===== config.mk =====
export PLATFORM = sky130hd
export DESIGN_NAME = fetch_remap
export DESIGN_NICKNAME = d
export VERILOG_FILES = /design/src/rtl/fetch_remap.sv
export SDC_FILE = /design/constraint.sdc
export NUM_CORES = 1
export LEC_CHECK = 0
export BUFFER_PORTS_ARGS = -buffer_cell sky130_fd_sc_hd__buf_4
export CORE_ASPECT_RATIO = 1.4
export CORE_UTILIZATION = 33
export CTS_CLUSTER_SIZE = 12
export DETAILED_ROUTE_END_ITERATION = 12
export PLACE_DENSITY = 0.6
export SYNTH_ARGS = -nofsm -noshare
export SYNTH_HDL_FRONTEND = slang
export SYNTH_SLANG_ARGS = --single-unit

===== constraint.sdc =====
create_clock -name clk -period 3.19 [get_ports clk]
set_input_delay 0.1595 -clock clk [delete_from_list [all_inputs] [get_ports clk]]
set_output_delay 0.1595 -clock clk [all_outputs]
set_load 0.05 [all_outputs]

===== src/rtl/fetch_remap.sv =====
module fetch_remap #(
  parameter int REGIONS = 4,
  parameter int IDX_W   = $clog2(REGIONS)
) (
  input  logic              clk,
  input  logic              rst_n,
  input  logic              cache_en,
  input  logic              cfg_we,
  input  logic [IDX_W-1:0]  cfg_sel,
  input  logic [31:0]       cfg_wdata,
  output logic [31:0]       cfg_rdata,
  input  logic              in_valid,
  input  logic [31:0]       in_addr,
  output logic              out_valid,
  output logic [31:0]       out_addr,
  output logic              out_hit,
  output logic [IDX_W-1:0]  out_region,
  output logic              out_route,
  output logic              out_burst
);
  localparam int          LSB    = 21;
  localparam int          BASE_W = 8;
  localparam int          TGT_W  = 32 - LSB;
  localparam int          TGT_LO = 16;
  localparam int          SZ_LO  = 8;
  localparam int          RT_BIT = 28;
  localparam int          BU_BIT = 29;
  localparam int          EN_BIT = 31;
  localparam logic [31:0] WMASK  = 32'hB7FF_07FF;

  logic [REGIONS-1:0][31:0]      regs;
  logic [REGIONS-1:0]            hit;
  logic [REGIONS-1:0][TGT_W-1:0] hi;
  logic                          any_hit;
  logic [IDX_W-1:0]              win;
  logic [31:0]                   xaddr;

  always_ff @(posedge clk or negedge rst_n)
    if (!rst_n) regs <= '0;
    else if (cfg_we && !cache_en) regs[cfg_sel] <= cfg_wdata & WMASK;

  assign cfg_rdata = regs[cfg_sel];

  for (genvar g = 0; g < REGIONS; g++) begin : g_reg
    logic [2:0]        sz, sh;
    logic [BASE_W-1:0] bm;
    logic [TGT_W-1:0]  rm;
    assign sz = regs[g][SZ_LO +: 3];
    assign sh = sz - 3'd1;
    assign bm = {BASE_W{1'b1}} << sh;
    assign rm = {TGT_W{1'b1}} << sh;
    assign hit[g] = regs[g][EN_BIT] && (sz != 3'd0) &&
                    (((in_addr[28:LSB] ^ regs[g][BASE_W-1:0]) & bm) == '0);
    assign hi[g] = (regs[g][TGT_LO +: TGT_W] & rm) | (in_addr[31:LSB] & ~rm);
  end

  always_comb begin
    any_hit = 1'b0;
    win     = '0;
    for (int i = REGIONS - 1; i >= 0; i--)
      if (hit[i]) begin
        any_hit = 1'b1;
        win     = IDX_W'(i);
      end
  end

  assign xaddr = any_hit ? {hi[win], in_addr[LSB-1:0]} : in_addr;

  always_ff @(posedge clk or negedge rst_n)
    if (!rst_n) begin
      out_valid  <= 1'b0;
      out_addr   <= '0;
      out_hit    <= 1'b0;
      out_region <= '0;
      out_route  <= 1'b0;
      out_burst  <= 1'b0;
    end else begin
      out_valid  <= in_valid;
      out_addr   <= in_valid ? xaddr : '0;
      out_hit    <= in_valid && any_hit;
      out_region <= (in_valid && any_hit) ? win : '0;
      out_route  <= in_valid && any_hit && regs[win][RT_BIT];
      out_burst  <= in_valid && any_hit && regs[win][BU_BIT];
    end
endmodule



==> flow_summary_export.csv <==
group,metric,value,unit
critical_path,cp-end-kind,"flip-flop",
global_route,grt_pass1_wl,32.4,mm
detailed_routing,drt_first_pass_iters,4,
critical_path,reg2reg_to,"out_addr[31]",
detailed_routing,vias,5281,
power_and_ir_drop,power_density,715,mW/mm²
final_layout,drive_gt1_share,42.7,%
detailed_routing,drt_iter0_drc,230,
hold_path,whs_endpoint,"out_valid",
floorplanning,core,0.0219,mm²
place,pre_cts_ws,0.0813,ns
floorplanning,die_area,0.0229,mm²
status,status,"finished, final reports clean",
power_and_ir_drop,worst_ir_drop_vdd,396,µV
detailed_routing,drt-total-wl,21.0,mm
cts,htree_levels,4,
critical_path,r2r_start,"g_reg[3].sz[1]",
logic_synthesis,async_reset_ff_share,100,%
logic_synthesis,ys_seq_area_share,47.0,%
place,hpwl,15.1,mm
sta,worstMarginPinSlew,1.05,ns
logic_synthesis,synth.largest_area_cell,"dfrtp_1",
cts,clock_path_buffers,2,
floorplanning,die_y,179,µm
critical_path,critical_path_class,"reg -> reg",
critical_path,worstSetupStartpointType,"flip-flop",
logic_synthesis,synth_top_area_share,47.0,%
critical_path,path_depth,11,
logic_synthesis,ys_warn_count,0,
final_layout,fin_cells,1067,
sta,finalClockSkew,0.0122,ns
sta,worst_slack,0.162,ns
critical_path,critPathMaxFanout,11,
logic_synthesis,synth_area_leaders,"dfrtp_1, mux2_2, mux4_2",
floorplanning,row_count,64,
critical_path,max_stage_delay,0.46,ns
critical_path,cp-startpoint,"g_reg[3].sz[1]",
final_layout,final_common_cell,"buf_4",
sta,timing.fmax,330,MHz
sta,hold_viol_final,0,
place,place_congestion,0.895,
critical_path,cp_data_required_time,3.49,ns
final_layout,syn_to_final_growth,33.4,%
floorplanning,die_x,128,µm
critical_path,ff2ff_path_depth,11,
floorplanning,start_util,33.6,%
cts,clkTransAtPathRegs,0.06,ns
global_route,antenna_found_initial,1,
final_layout,mostFrequentLayoutCells,"buf_4, dfrtp_1, mux2_2",
sta,drv_slew,0,
final_layout,layout.nets,841,
critical_path,cp_cell_sequence,"inv_1 -> ha_2 -> xor2_2 -> o21ai_2 -> a2111oi_4 -> nand3_4 -> a211oi_4 -> buf_6 -> mux2_1 -> o221ai_1 -> a31oi_1",
detailed_routing,wl_per_cell,19.7,µm
cts,cts_tree,"built",
logic_synthesis,synthCells,571,
hold_path,worstHoldPathCells,1,
global_route,grt_max_degree,112,
sta,period_share,94.9,%
critical_path,cp_num_buf_inv,2,
sta,relSlewSlack,30.1,%
logic_synthesis,synth_area_per_cell,12.9,µm²
final_layout,n_fill_cell,2060,
cts,cts_sinks,138,
sta,min_period,3.03,ns
cts,clockRootBuffer,"clkbuf_16",
cts,post_cts_buffers,0,
logic_synthesis,yosysUniqueCellTypes,66,
cts,clk_latency,0.43,ns
detailed_routing,drcViolationCount,0,
critical_path,cp_top_family,"compound AO/OA/AOI/OAI gates",
hold_path,worstHoldStart,"in_valid",
cts,cts_made_buffers,17,
logic_synthesis,ys_seq_elements,138,
global_route,grtUsageTotal,19.2,%
place,io_buffers,126,
critical_path,cp_slowest_cell,"a2111oi_4",
logic_synthesis,dominantRegCellSynth,"dfrtp_1",
sta,final-setup-viol-count,0,
flow_run,cap_violations,0,
power_and_ir_drop,leakagePower,4.32,nW
logic_synthesis,netlist_area,0.00734,mm²
detailed_routing,vias_per_cell,4.95,
critical_path,ff2ff_setup_slack,0.16,ns
place,dp_cells,987,
global_route,grt_pass1_vias,5829,
detailed_routing,ant_nets,0,
floorplanning,ios,141,
logic_synthesis,synth-edff-count,0,
critical_path,arrival,3.33,ns
hold_path,worstHoldPathType,"in -> reg",
global_route,grt_overflow,0,
## how the worst max path moves through the flow
stage	slack [ns]	endpoint
after global placement	0.14	out_addr[30]
after global routing	-0.005	out_addr[22]
final	0.16	out_addr[31]
after detailed placement	0.08	out_addr[31]
after floorplan	0.35	out_route
after CTS	0.08	out_addr[31]
## stage by stage
step	TNS, ns	hold slack [ns]	total power (W)	utilization [%]	area [µm²]
after floorplan	0	-0.136	0.00406	-	7370
after global placement	0	0.344	0.00486	39.7	8690
after detailed placement	0	0.369	0.00493	39.7	8690
after CTS	0	0.0280	0.00705	44.7	9780
after global routing	-0.00500	0.0465	0.00732	44.8	9800
final	0	0.0387	0.00700	44.8	9800
## layout make-up
type                    instances  area, µm²  share of cell area, %
diodes                          1       2.50                 0.0255
clock buffers                  22        484                   4.94
clock inverters                10        139                   1.42
inverters                      16       60.1                  0.613
multi-input cells             382       3640                   37.2
flip-flops and latches        138       3450                   35.2
well taps                     297        372                   3.79
repair buffers                201       1650                   16.8
## synthesized netlist by cell type (2+ instances only)
cell	n
a2111oi_4	2
buf_1	5
nor3_1	4
nor2_1	15
nand2_1	35
xor2_1	19
xnor2_1	18
a211o_1	2
a22oi_1	3
and2_1	23
o21ai_1	6
mux2_1	4
o221ai_1	4
a311oi_1	2
clkbuf_8	2
mux2_2	96
a2bb2oi_1	2
a31oi_1	8
a211oi_1	3
a21oi_1	10
buf_6	8
mux4_2	25
a21boi_0	4
inv_1	16
clkbuf_1	18
o21ai_0	23
nand3_1	5
nor4bb_1	2
mux4_1	2
mux2i_1	13
buf_4	7
ha_1	14
dfrtp_1	138
## where the power goes
group / switching, W / internal (W)
Sequential: 0.000272 / 0.00208
Clock: 0.000751 / 0.00131
Combinational: 0.00149 / 0.00110
## sequential cells by signal, summed over array words and instances (netlist names)
register / cells
g.sz: 12
out_addr: 32
out_route: 1
out_valid: 1
out_hit: 1
out_burst: 1
out_region: 2
regs: 88
## what timing repair did
item,CTS,global route
hold endpoints to repair,225,0
resized for setup,0,4
setup endpoints to repair,0,12
hold buffers,47,0
## metal layers
metal,vias up,GRT usage (%),routed length [µm]
met5,-,0,0
met4,0,8.92,633
met3,39,2.97,694
met2,138,34.9,11300
met1,2685,22.1,8400
li1,2419,-,-
## kinds of logic (layout without fill, tap and decap cells)
group | after synthesis | in the layout | share of synthesized area, %
DFF | 138 | 138 | 47.0
xor gates and xnor gates | 38 | 38 | 4.63
muxes | 140 | 140 | 25.5
AOI/OAI and AO/OA | 85 | 85 | 8.55
and+or+nand+nor | 98 | 98 | 7.48
buffers and inverters | 57 | 249 | 4.38
other | 1 | 8 | 0.0511
adders and majority gates | 14 | 14 | 2.39
## worst register-to-register path, delay by kind of cell (launching register included)
| family | cells | cell delay, ns |
|---|---|---|
| xor+xnor | 1 | 0.19 |
| simple gates | 1 | 0.14 |
| fa+ha+maj | 1 | 0.24 |
| buf+inv | 2 | 0.36 |
| flops | 1 | 0.39 |
| compound gates | 5 | 1.24 |
| mux | 1 | 0.35 |
No activity file was read; power rests on OpenSTA's default activity.
